--- config.mk ---
export PLATFORM = sky130hd
export DESIGN_NAME = i2c_txn_seq
export DESIGN_NICKNAME = d
export VERILOG_FILES = /design/src/rtl/i2c_txn_pkg.sv /design/src/rtl/i2c_txn_fifo.sv /design/src/rtl/i2c_txn_tick.sv /design/src/rtl/i2c_txn_engine.sv /design/src/rtl/i2c_txn_seq.sv
export SDC_FILE = /design/constraint.sdc
export NUM_CORES = 1
export LEC_CHECK = 0
export BUFFER_PORTS_ARGS = -buffer_cell sky130_fd_sc_hd__buf_2
export CORE_AREA = 5 5 182 184
export DETAILED_ROUTE_END_ITERATION = 12
export DIE_AREA = 0 0 187 189
export PLACE_DENSITY = 0.43
export SLEW_MARGIN = 20
export SYNTH_ARGS = -nofsm -noshare
export SYNTH_HDL_FRONTEND = slang
export SYNTH_HIERARCHICAL = 1
export SYNTH_SLANG_ARGS = --single-unit
--- constraint.sdc ---
create_clock -name clk_i -period 2.8 [get_ports clk_i]
set_input_delay 0.28 -clock clk_i [delete_from_list [all_inputs] [get_ports clk_i]]
set_output_delay 0.28 -clock clk_i [all_outputs]
set_load 0.1 [all_outputs]
--- src/rtl/i2c_txn_pkg.sv ---
`timescale 1ns/1ps
package i2c_txn_pkg;
  localparam logic [3:0] RA_DATA  = 4'd0;
  localparam logic [3:0] RA_TADDR = 4'd1;
  localparam logic [3:0] RA_IMASK = 4'd2;
  localparam logic [3:0] RA_ISTAT = 4'd3;
  localparam logic [3:0] RA_CTRL  = 4'd4;
  localparam logic [3:0] RA_XLEN  = 4'd5;
  localparam logic [3:0] RA_NMSG  = 4'd6;
  localparam logic [3:0] RA_GO    = 4'd7;
  localparam logic [3:0] RA_FCLR  = 4'd8;
  localparam logic [3:0] RA_FSTAT = 4'd9;

  localparam int STAT_W = 5;
  localparam int CT_RS = 1, CT_DIR = 4, CT_ACKDET = 5;

  typedef enum logic [3:0] {
    E_IDLE, E_STA_A, E_STA_B, E_BIT_L, E_BIT_H, E_RS, E_STO_A, E_STO_B, E_STO_C
  } eng_state_e;

  typedef struct packed {
    logic [7:0] taddr;
    logic       rs_en;
    logic       dir_chg;
    logic       ack_det;
    logic [7:0] len0;
    logic [7:0] len1;
    logic [7:0] nmsg;
  } txn_cfg_t;
endpackage

--- src/rtl/i2c_txn_fifo.sv ---
`timescale 1ns/1ps
module i2c_txn_fifo #(
  parameter int DW    = 8,
  parameter int DEPTH = 8
) (
  input  logic          clk_i,
  input  logic          rst_ni,
  input  logic          clr_i,
  input  logic          push_i,
  input  logic [DW-1:0] wdata_i,
  input  logic          pop_i,
  output logic [DW-1:0] rdata_o,
  output logic          full_o,
  output logic          empty_o
);
  localparam int AW = (DEPTH > 1) ? $clog2(DEPTH) : 1;

  logic [DW-1:0] mem_q [DEPTH];
  logic [AW-1:0] wr_q, rd_q;
  logic [AW:0]   cnt_q;
  logic          do_push, do_pop;

  assign full_o  = (cnt_q == (AW+1)'(DEPTH));
  assign empty_o = (cnt_q == '0);
  assign do_push = push_i && !full_o;
  assign do_pop  = pop_i && !empty_o;
  assign rdata_o = mem_q[rd_q];

  function automatic logic [AW-1:0] nxt(input logic [AW-1:0] p);
    return (p == AW'(DEPTH-1)) ? '0 : p + 1'b1;
  endfunction

  always_ff @(posedge clk_i) begin
    if (do_push && !clr_i) mem_q[wr_q] <= wdata_i;
  end

  always_ff @(posedge clk_i or negedge rst_ni) begin
    if (!rst_ni) begin
      wr_q <= '0; rd_q <= '0; cnt_q <= '0;
    end else if (clr_i) begin
      wr_q <= '0; rd_q <= '0; cnt_q <= '0;
    end else begin
      if (do_push) wr_q <= nxt(wr_q);
      if (do_pop)  rd_q <= nxt(rd_q);
      cnt_q <= cnt_q + (AW+1)'(do_push) - (AW+1)'(do_pop);
    end
  end

  assert_count_bound_R2: assert property (@(posedge clk_i) disable iff (!rst_ni)
    cnt_q <= (AW+1)'(DEPTH));
  assert_push_grows_R2: assert property (@(posedge clk_i) disable iff (!rst_ni)
    (do_push && !do_pop && !clr_i) |=> cnt_q == $past(cnt_q) + 1'b1);
endmodule

--- src/rtl/i2c_txn_tick.sv ---
`timescale 1ns/1ps
module i2c_txn_tick #(
  parameter int W = 8
) (
  input  logic         clk_i,
  input  logic         rst_ni,
  input  logic         en_i,
  input  logic [W-1:0] half_i,
  output logic         tick_o
);
  logic [W-1:0] cnt_q;

  assign tick_o = en_i && (({1'b0, cnt_q} + 1'b1) >= {1'b0, half_i});

  always_ff @(posedge clk_i or negedge rst_ni) begin
    if (!rst_ni)          cnt_q <= '0;
    else if (!en_i || tick_o) cnt_q <= '0;
    else                  cnt_q <= cnt_q + 1'b1;
  end
endmodule

--- src/rtl/i2c_txn_engine.sv ---
`timescale 1ns/1ps
module i2c_txn_engine
  import i2c_txn_pkg::*;
(
  input  logic       clk_i,
  input  logic       rst_ni,
  input  logic       tick_i,
  input  logic       go_i,
  input  txn_cfg_t   cfg_i,
  input  logic [7:0] fifo_rdata_i,
  input  logic       sda_i,
  output logic       busy_o,
  output logic       scl_lo_o,
  output logic       sda_lo_o,
  output logic       fifo_pop_o,
  output logic       fifo_push_o,
  output logic [7:0] fifo_wdata_o,
  output logic       ev_done_o,
  output logic       ev_ackerr_o,
  output logic       ev_arb_o,
  output logic       ev_rs_o
);
  eng_state_e st_q;
  logic [7:0] sh_q, left_q, msg_q;
  logic [3:0] bit_q;
  logic       addr_ph_q, rd_q, final_q;
  logic       tx_ph, last_msg, next_rd, bit_lo;
  logic [7:0] next_len;

  assign busy_o   = (st_q != E_IDLE);
  assign tx_ph    = addr_ph_q || !rd_q;
  assign last_msg = ({1'b0, msg_q} + 9'd1) >= (cfg_i.dir_chg ? 9'd2 : {1'b0, cfg_i.nmsg});
  assign next_rd  = cfg_i.dir_chg ? (msg_q != 8'd0) : cfg_i.taddr[0];
  assign next_len = (cfg_i.dir_chg && msg_q != 8'd0) ? cfg_i.len1 : cfg_i.len0;
  // data slot: drive only when sending; ack slot: ACK reads while bytes remain
  assign bit_lo   = (bit_q < 4'd8) ? (tx_ph && !sh_q[7]) : (!tx_ph && left_q != 8'd0);

  always_comb begin
    scl_lo_o = 1'b0;
    sda_lo_o = 1'b0;
    unique case (st_q)
      E_STA_B: sda_lo_o = 1'b1;
      E_BIT_L: begin scl_lo_o = 1'b1; sda_lo_o = bit_lo; end
      E_BIT_H: sda_lo_o = bit_lo;
      E_RS:    scl_lo_o = 1'b1;
      E_STO_A: begin scl_lo_o = 1'b1; sda_lo_o = 1'b1; end
      E_STO_B: sda_lo_o = 1'b1;
      default: ;
    endcase
  end

  always_ff @(posedge clk_i or negedge rst_ni) begin
    if (!rst_ni) begin
      st_q <= E_IDLE; sh_q <= '0; left_q <= '0; msg_q <= '0; bit_q <= '0;
      addr_ph_q <= 1'b0; rd_q <= 1'b0; final_q <= 1'b0;
      fifo_pop_o <= 1'b0; fifo_push_o <= 1'b0; fifo_wdata_o <= '0;
      ev_done_o <= 1'b0; ev_ackerr_o <= 1'b0; ev_arb_o <= 1'b0; ev_rs_o <= 1'b0;
    end else begin
      fifo_pop_o <= 1'b0; fifo_push_o <= 1'b0;
      ev_done_o <= 1'b0; ev_ackerr_o <= 1'b0; ev_arb_o <= 1'b0; ev_rs_o <= 1'b0;
      if (st_q == E_IDLE) begin
        if (go_i) begin st_q <= E_STA_A; msg_q <= '0; end
      end else if (tick_i) begin
        unique case (st_q)
          E_STA_A: st_q <= E_STA_B;
          E_STA_B: begin
            sh_q <= {cfg_i.taddr[7:1], next_rd};
            rd_q <= next_rd; left_q <= next_len;
            addr_ph_q <= 1'b1; bit_q <= '0; st_q <= E_BIT_L;
          end
          E_BIT_L: st_q <= E_BIT_H;
          E_BIT_H: begin
            if (bit_q < 4'd8) begin
              if (tx_ph && sh_q[7] && !sda_i) begin
                ev_arb_o <= 1'b1; st_q <= E_IDLE;
              end else begin
                sh_q <= {sh_q[6:0], sda_i}; bit_q <= bit_q + 1'b1; st_q <= E_BIT_L;
              end
            end else if (tx_ph && sda_i && cfg_i.ack_det) begin
              ev_ackerr_o <= 1'b1; final_q <= 1'b1; st_q <= E_STO_A;
            end else begin
              if (!tx_ph) begin fifo_push_o <= 1'b1; fifo_wdata_o <= sh_q; end
              addr_ph_q <= 1'b0;
              if (left_q != 8'd0) begin
                left_q <= left_q - 1'b1; bit_q <= '0; st_q <= E_BIT_L;
                if (!rd_q) begin sh_q <= fifo_rdata_i; fifo_pop_o <= 1'b1; end
                else sh_q <= 8'hFF;
              end else if (last_msg) begin
                final_q <= 1'b1; st_q <= E_STO_A;
              end else begin
                msg_q <= msg_q + 1'b1;
                if (cfg_i.rs_en) begin ev_rs_o <= 1'b1; st_q <= E_RS; end
                else begin final_q <= 1'b0; st_q <= E_STO_A; end
              end
            end
          end
          E_RS:    st_q <= E_STA_A;
          E_STO_A: st_q <= E_STO_B;
          E_STO_B: st_q <= E_STO_C;
          E_STO_C: begin
            if (final_q) begin ev_done_o <= 1'b1; st_q <= E_IDLE; end
            else st_q <= E_STA_A;
          end
          default: st_q <= E_IDLE;
        endcase
      end
    end
  end

  assert_err_not_done_R8: assert property (@(posedge clk_i) disable iff (!rst_ni)
    ev_ackerr_o |-> !ev_done_o);
  assert_arb_idle_R9: assert property (@(posedge clk_i) disable iff (!rst_ni)
    ev_arb_o |-> (!busy_o && !scl_lo_o && !sda_lo_o));
  assert_done_bus_free_R7: assert property (@(posedge clk_i) disable iff (!rst_ni)
    ev_done_o |-> (!scl_lo_o && !sda_lo_o));
endmodule

--- src/rtl/i2c_txn_seq.sv ---
`timescale 1ns/1ps
module i2c_txn_seq
  import i2c_txn_pkg::*;
#(
  parameter int HALF_W     = 8,
  parameter int FIFO_DEPTH = 8
) (
  input  logic              clk_i,
  input  logic              rst_ni,
  input  logic [3:0]        reg_addr_i,
  input  logic              reg_we_i,
  input  logic              reg_re_i,
  input  logic [15:0]       reg_wdata_i,
  output logic [15:0]       reg_rdata_o,
  input  logic [HALF_W-1:0] half_period_i,
  input  logic              sda_i,
  output logic              scl_lo_o,
  output logic              sda_lo_o,
  output logic              irq_o
);
  logic [7:0]        taddr_q, nmsg_q;
  logic [15:0]       xlen_q;
  logic [STAT_W-1:0] mask_q, stat_q, ev_vec, clr_vec;
  logic              rs_q, dir_q, ackdet_q;
  txn_cfg_t          cfg;
  logic busy, tick, go;
  logic e_pop, e_push, e_done, e_ackerr, e_arb, e_rs;
  logic [7:0] e_wdata, f_rdata;
  logic f_full, f_empty, h_push, h_pop, f_clr;

  assign h_push = reg_we_i && reg_addr_i == RA_DATA;
  assign h_pop  = reg_re_i && reg_addr_i == RA_DATA;
  assign f_clr  = reg_we_i && reg_addr_i == RA_FCLR && reg_wdata_i[0];
  assign go     = reg_we_i && reg_addr_i == RA_GO && reg_wdata_i[0];

  always_comb begin
    cfg.taddr = taddr_q; cfg.rs_en = rs_q; cfg.dir_chg = dir_q; cfg.ack_det = ackdet_q;
    cfg.len0 = xlen_q[7:0]; cfg.len1 = xlen_q[15:8]; cfg.nmsg = nmsg_q;
  end

  assign ev_vec  = {e_rs, e_arb, 1'b0, e_ackerr, e_done};
  assign clr_vec = (reg_we_i && reg_addr_i == RA_ISTAT) ? reg_wdata_i[STAT_W-1:0] : '0;
  assign irq_o   = |(stat_q & mask_q);

  always_ff @(posedge clk_i or negedge rst_ni) begin
    if (!rst_ni) begin
      taddr_q <= '0; nmsg_q <= 8'd1; xlen_q <= '0; mask_q <= '0; stat_q <= '0;
      rs_q <= 1'b0; dir_q <= 1'b0; ackdet_q <= 1'b0;
    end else begin
      stat_q <= (stat_q & ~clr_vec) | ev_vec;
      if (reg_we_i) begin
        unique case (reg_addr_i)
          RA_TADDR: taddr_q <= reg_wdata_i[7:0];
          RA_IMASK: mask_q  <= reg_wdata_i[STAT_W-1:0];
          RA_CTRL: begin
            rs_q <= reg_wdata_i[CT_RS]; dir_q <= reg_wdata_i[CT_DIR];
            ackdet_q <= reg_wdata_i[CT_ACKDET];
          end
          RA_XLEN: xlen_q <= reg_wdata_i;
          RA_NMSG: nmsg_q <= reg_wdata_i[7:0];
          default: ;
        endcase
      end
    end
  end

  always_comb begin
    reg_rdata_o = '0;
    unique case (reg_addr_i)
      RA_DATA:  reg_rdata_o = {8'd0, f_rdata};
      RA_TADDR: reg_rdata_o = {8'd0, taddr_q};
      RA_IMASK: reg_rdata_o = 16'(mask_q);
      RA_ISTAT: reg_rdata_o = 16'(stat_q);
      RA_CTRL:  reg_rdata_o = {10'd0, ackdet_q, dir_q, 2'b00, rs_q, 1'b0};
      RA_XLEN:  reg_rdata_o = xlen_q;
      RA_NMSG:  reg_rdata_o = {8'd0, nmsg_q};
      RA_FSTAT: reg_rdata_o = {14'd0, f_empty, f_full};
      default:  reg_rdata_o = '0;
    endcase
  end

  i2c_txn_fifo #(.DW(8), .DEPTH(FIFO_DEPTH)) u_fifo (
    .clk_i, .rst_ni, .clr_i(f_clr),
    .push_i(e_push || h_push), .wdata_i(e_push ? e_wdata : reg_wdata_i[7:0]),
    .pop_i(e_pop || h_pop), .rdata_o(f_rdata), .full_o(f_full), .empty_o(f_empty)
  );

  i2c_txn_tick #(.W(HALF_W)) u_tick (
    .clk_i, .rst_ni, .en_i(busy), .half_i(half_period_i), .tick_o(tick)
  );

  i2c_txn_engine u_eng (
    .clk_i, .rst_ni, .tick_i(tick), .go_i(go), .cfg_i(cfg), .fifo_rdata_i(f_rdata),
    .sda_i, .busy_o(busy), .scl_lo_o, .sda_lo_o, .fifo_pop_o(e_pop),
    .fifo_push_o(e_push), .fifo_wdata_o(e_wdata), .ev_done_o(e_done),
    .ev_ackerr_o(e_ackerr), .ev_arb_o(e_arb), .ev_rs_o(e_rs)
  );

  assert_w1c_clear_R10: assert property (@(posedge clk_i) disable iff (!rst_ni)
    (reg_we_i && reg_addr_i == RA_ISTAT && reg_wdata_i[0] && !e_done) |=> !stat_q[0]);
  assert_hs_bit_zero_R1: assert property (@(posedge clk_i) disable iff (!rst_ni)
    !stat_q[2]);
endmodule

### Word level (Yosys, flattened, before mapping)

Memory sizes are Yosys's and may differ from the RTL's.
Cells that the tools add are included.

| storage, ports and cells | value |
|---|---|
| bits in registers | 112 |
| memory bits (writable) | 64 |
| input port bits | 33 |
| output and inout port bits | 19 |
| logic and storage cells | 235 |
| memories kept | 1 |

Memories:

| memory | words | width | rd ports | clocked after memory_dff | write ports | line | source |
|---|---|---|---|---|---|---|---|
| u_fifo.mem_q | 8 | 8 | 1 | 0 | 1 | i2c_txn_fifo.sv:18 | `logic [DW-1:0] mem_q [DEPTH];` |

| cells by class | value |
|---|---|
| add/sub/neg operators | 10 |
| magnitude comparators | 3 |
| equality and inequality tests | 33 |
| muxes and demuxes | 95 |
| bitwise operators | 8 |
| reduce and logical (&&, ||, !) cells | 58 |

Operator list:

| cell | count |
|---|---|
| 8-bit 2-to-1 mux | 20 |
| 16-bit one-hot mux with 8 select lines | 1 |
| 4-bit 2-to-1 mux | 12 |
| 1-bit 2-to-1 mux | 47 |
| 4-bit by 3-bit equality test with 1-bit output (second input constant) | 8 |
| 4-bit one-hot mux with 8 select lines | 1 |
| 8-bit one-hot mux with 2 select lines | 2 |
| 6-bit AND reduction | 4 |
| 8-bit by 1-bit adder with 9-bit output (second input constant) | 2 |
| 1-bit logical AND | 18 |
| 3-bit 2-to-1 mux | 6 |
| 8-bit by 1-bit adder with 8-bit output (second input constant) | 2 |
| 4-bit by 2-bit equality test with 1-bit output (second input constant) | 4 |
| 4-bit equality test (second input constant) | 4 |
| 8-bit nonzero test | 2 |
| 2-bit != test (second input constant) | 7 |
| 4-bit zero test | 3 |
| 2-bit AND reduction | 6 |
| 5-bit bitwise AND | 2 |
| 2-bit nonzero test | 5 |
| 9-bit by 8-bit greater-or-equal comparator with 1-bit output | 1 |
| 9-bit greater-or-equal comparator | 1 |
| 4-bit by 1-bit equality test with 1-bit output (second input constant) | 2 |
| 1-bit zero test | 8 |
| other kinds (26) | 39 |

### Longest topological paths before layout

| depth | value |
|---|---|
| depth after elaboration | 9 |
| mapped depth | 15 |
| mapped depth without buffers | 14 |

### By module

The synthesis kept the hierarchy.

By module, submodules not included:

| module | times used | cells an instance | area each (µm²) | seq. area each (µm²) |
|---|---|---|---|---|
| i2c_txn_fifo | 1 | 170 | 3166.8 | 2172.1 |
| i2c_txn_engine | 1 | 312 | 3027.9 | 1226.2 |
| i2c_txn_seq | 1 | 198 | 2449.8 | 1127.3 |
| i2c_txn_tick | 1 | 61 | 591.8 | 200.2 |

### Least setup slack after synthesis

Ideal clock, no wire load.

| timing path | value |
|---|---|
| path type | reg-to-output |
| from | register u_eng.st_q[1] |
| to | output scl_lo_o |
| arrival time | 3.158 ns |
| setup slack | -0.638 ns |
| stages on the path, launching flop included | 4 |
| buffers on the path | 1 |
| cells stage by stage | dfrtp_1 clkbuf_1 nand2b_1 a311oi_1 |

| on the way | value |
|---|---|
| word-level cells in the longest chain between the ends | 3 |
| elaborated cells between the ends (all ways) | 5 |

Ends and longest elaborated chain:

| what | line | source |
|---|---|---|
| from (decl) | i2c_txn_engine.sv:23 | `eng_state_e st_q;` |
| from (signal assigned) | i2c_txn_engine.sv:54 | `st_q <= E_IDLE; sh_q <= '0; left_q <= '0; msg_q <= '0; bit_q <= '0;` |
| from (signal assigned) | i2c_txn_engine.sv:62 | `if (go_i) begin st_q <= E_STA_A; msg_q <= '0; end` |
| from (signal assigned) | i2c_txn_engine.sv:65 | `E_STA_A: st_q <= E_STA_B;` |
| 4-bit by 2-bit equality test with 1-bit output or 4-bit by 3-bit equality test with 1-bit output (tied branches) | i2c_txn_engine.sv:41 | `unique case (st_q)` |
| 3-bit OR reduction (no line) * | -- |  |
| 1-bit 2-to-1 mux * | i2c_txn_engine.sv:41 |  |
| to (decl) | i2c_txn_seq.sv:17 | `output logic scl_lo_o,` |

Every way passes the cells marked *; elsewhere a longest branch is shown, timed or not.

### Worst setup path in the final report

| timing path | value |
|---|---|
| from | register u_tick.cnt_q[1] |
| to | register u_eng.sh_q[6] |

| on the way | value |
|---|---|
| word-level cells in the longest chain between the ends | 4 |

Ends and longest elaborated chain:

| what | line | source |
|---|---|---|
| from (decl) | i2c_txn_tick.sv:11 | `logic [W-1:0] cnt_q;` |
| from (signal assigned) | i2c_txn_tick.sv:18 | `else cnt_q <= cnt_q + 1'b1;` |
| 8-bit by 1-bit adder with 9-bit output | i2c_txn_tick.sv:13 | `assign tick_o = en_i && (({1'b0, cnt_q} + 1'b1) >= {1'b0, half_i});` |
| 9-bit by 8-bit greater-or-equal comparator with 1-bit output | i2c_txn_tick.sv:13 |  |
| 1-bit logical AND | i2c_txn_tick.sv:13 |  |
| net tick | i2c_txn_seq.sv:26 | `logic busy, tick, go;` |
| 6-bit AND reduction (no line) | -- |  |
| to (signal assigned) | i2c_txn_engine.sv:67 | `sh_q <= {cfg_i.taddr[7:1], next_rd};` |
| to (decl) | i2c_txn_engine.sv:24 | `logic [7:0] sh_q, left_q, msg_q;` |

The timed path passes the listed nets, and every way through them passes these cells.
A chain may end at the register's enable or synchronous reset.

==> impl_results.md <==
* Most common library cell in the layout ignoring fill and taps: sky130_fd_sc_hd__dfrtp_1
* Violations in the final reports: setup timing
* Die Outline Area at ~35000 µm²
* Critical path class: flip-flop to flip-flop
* Hold path cells at 2
* Layout Nets at 935
* Share of post-route cells with drive strength above 1 at around 37%
* Maximum resistive drop on vdd at 0.516 mV
* Fillcell total at 3125
* Drt first pass iters at 4
* Grt total ovfl at 0
* Clock skew at 0.0141 ns
* Number of DRC violations after detailed-routing iteration 0 at around 380
* Element type at the critical path start: flip-flop
* Final hold violations at 0
* Via count of the first global-routing pass at approximately 6600
* Util after Layout at 37.0%
* Worst Setup Slack, final at -0.239 ns
* Slowest library cell on the worst path: sky130_fd_sc_hd__dfrtp_1
* Count of H-tree levels built during CTS at 4
* Core ar. at about 31000 µm²
* Detailed placement HPWL at between 15000 and 20000 µm
* Maximum net fanout on the critical path at 6
* Worst slew margin relative to its limit at a little under three fifths
* Mapped Cells at 741
* Layout area overhead at 25.1%
* Worst path cell trace: buf_4 -> nand4_1 -> nor2_1 -> xor2_1 -> ha_1 -> and3_4 -> nand3_2 -> nor2_2 -> o21a_1 -> nand2b_1 -> or3_4 -> buf_4 -> a22o_4 -> mux2_4
* Most common cell on crit path: sky130_fd_sc_hd__buf_4
* Highest achievable clock rate at roughly 330 MHz
* Gpl congestion at between 0.7 and 0.8
* Worst-case reg-to-reg path depth at 14
* Post-synthesis sequential area ratio at a little over 50%
* Setup Viol. Count Final at between 40 and 50
* CP Data Required Time at 3.12 ns
* Ant diodes at 0
* Kind of end point of the critical path: flip-flop
* Clock slew at reported path FFs at ~0.080 ns
* Num rows at 65
* Mean post-synth cell area at 12.5 µm²
* Clock tree root buffer cell: sky130_fd_sc_hd__clkbuf_16
* Die extent in x at between 150 and 200 µm
* Static Leakage at around 5 nW
* Yosys warning count at 6
* Clock buffer depth at 2
* DRC violations left at 0
* Most frequent cells in the layout: sky130_fd_sc_hd__dfrtp_1, sky130_fd_sc_hd__buf_4, sky130_fd_sc_hd__edfxtp_1
* Detailed Route WL at about 25000 µm
* Worst path arrival time at roughly 3.4 ns
* Average via count per standard cell at 4.93
* Antenna violations before repair at 0
* Number of unique standard cell types used by synthesis at 83
* Max-capacitance violation count at 0
* Largest reg by FF count: u_fifo/mem_q
* Overall global routing resource usage at between 10% and 20%
* Transition time at the pin with the least slew margin at roughly 0.65 ns
* Worst hold path type: input port to flip-flop
* Post-synth EDFFs at 64
* Die height at about 190 µm
* # clock sinks at ~180
* Async set or reset register ratio after synthesis at 63.6%
* Initial cell density of the core at approximately 30%
* Max Transition Viols Final at 0
* Crit path time final at around 3 ns
* Wire length of the first global-routing pass at between 30000 and 40000 µm
* Outcome: finished, violations left
* Final period utilization at 109%
* CTS tree: done
* Number of nets with antenna violations after detailed routing at 0
* Largest registers: u_fifo/mem_q x64, xlen_q x16
* Max stage delay on crit path at around 0.38 ns
* Total design power at about 9.1 mW
* Number of buffers created by CTS at 17
* Number of I/O port buffers at 51
* Ports at between 50 and 60
* Via total after detailed routing at roughly 6300
* Setup TNS Final at -5.41 ns
* Unrepaired setup endpoints after global routing: true
* Synthesized area at 9240 µm²
* Number of storage elements in the synthesis netlist at approximately 180
* Flip-flop count of the largest register after layout at 64
* Clock insertion delay at the later pin of the skew report at 0.45 ns
* Power Dens Cells at ~790 nW/µm²
* Largest net degree at the start of global routing at 48
* Post-placement worst setup slack at -0.164 ns
* Syn nets at ~810
* DR WL/cell at between 15 and 20 µm
* Synth Flop Type: sky130_fd_sc_hd__dfrtp_1
## Yosys cell counts, types with 16 or more instances
| cell | instances | share of area, % |
|---|---|---|
| sky130_fd_sc_hd__nand2b_1 | 18 | 1.2 |
| sky130_fd_sc_hd__nand3_1 | 19 | 1.0 |
| sky130_fd_sc_hd__edfxtp_1 | 64 | 21 |
| sky130_fd_sc_hd__inv_1 | 31 | 1.3 |
| sky130_fd_sc_hd__ha_1 | 31 | 4.2 |
| sky130_fd_sc_hd__o21ai_0 | 32 | 1.7 |
| sky130_fd_sc_hd__mux2_2 | 70 | 8.5 |
| sky130_fd_sc_hd__nor3_1 | 16 | 0.87 |
| sky130_fd_sc_hd__nand4_1 | 16 | 1.1 |
| sky130_fd_sc_hd__nand2_1 | 28 | 1.1 |
| sky130_fd_sc_hd__nor2_1 | 40 | 1.6 |
| sky130_fd_sc_hd__clkbuf_1 | 16 | 0.65 |
| sky130_fd_sc_hd__a21oi_1 | 18 | 0.98 |
| sky130_fd_sc_hd__dfrtp_1 | 111 | 30 |
## through the flow
| step | cells | instance area [µm²] | hold WS [ns] |
|---|---|---|---|
| after floorplan | 741 | 9320 | -0.0156 |
| after global routing | 1285 | 11600 | 0.0419 |
| after detailed placement | 1235 | 10500 | 0.331 |
| final | 1285 | 11600 | 0.0645 |
| after CTS | 1279 | 11400 | 0.0369 |
| after global placement | 1235 | 10500 | 0.339 |
## final timing paths
check | to | slack, ns | startpoint
max in group asynchronous | u_eng/left_q[4] | 1.63 | rst_ni
min in group asynchronous | u_tick/cnt_q[3] | 0.39 | rst_ni
min reg2reg | stat_q[4] | 0.43 | u_eng/ev_rs_o
min | xlen_q[8] | 0.06 | reg_wdata_i[8]
max reg2reg | u_eng/sh_q[6] | -0.24 | u_tick/cnt_q[1]
max | u_eng/sh_q[6] | -0.24 | u_tick/cnt_q[1]
## cells by family (layout without fill, tap and decap cells)
logic type,after synthesis,after routing,synth area share [%]
AND/OR/NAND/NOR,217,218,14.2
flip-flops,176,176,51.2
AO/OA/AOI/OAI,124,125,9.32
multiplexers,114,114,16.3
buffers and inverters,65,205,3.33
adder cells (fa/ha/maj),32,32,4.42
XOR/XNOR,13,13,1.23
## per-layer routing
| metal | up-vias | GRT usage, % | part of all wire, % |
|---|---|---|---|
| met5 | - | 0 | 0 |
| met3 | 21 | 2.43 | 2.3 |
| li1 | 3056 | - | - |
| met2 | 69 | 23.7 | 49 |
| met1 | 3192 | 19.1 | 47 |
| met4 | 0 | 4.12 | 1.4 |
## area by class of cell
type	count	area (µm²)	area share [%]
inverters	31	116	1.01
clock inverters	15	180	1.56
well taps	402	503	4.35
repair buffers	142	1170	10.1
multi-input cells	502	4430	38.3
flip-flops and latches	176	4730	40.9
clock buffers	17	425	3.68
## repair_timing
action / CTS / global route
setup buffers: 10 / 7
pin swaps: 11 / 15
hold buffers: 1 / 0
gates cloned: 2 / 1
resized for setup: 53 / 43
endpoints found under the hold margin: 41 / 0
setup endpoints to repair: 44 / 53
## critical path, delay by kind of cell, from the launching register on
kind / cells / cell delay [ns]
AO/OA/AOI/OAI: 2 / 0.43
multiplexers: 1 / 0.32
adder cells (fa/ha/maj): 1 / 0.30
XOR/XNOR: 1 / 0.17
buffers and inverters: 2 / 0.29
flip-flops: 1 / 0.38
AND/OR/NAND/NOR: 7 / 1.04
## report_power, final
part	switching, mW	internal (mW)
clock network	1.20	1.29
logic	1.65	1.55
registers	0.384	3.01
(Power assumes the default switching activity.)
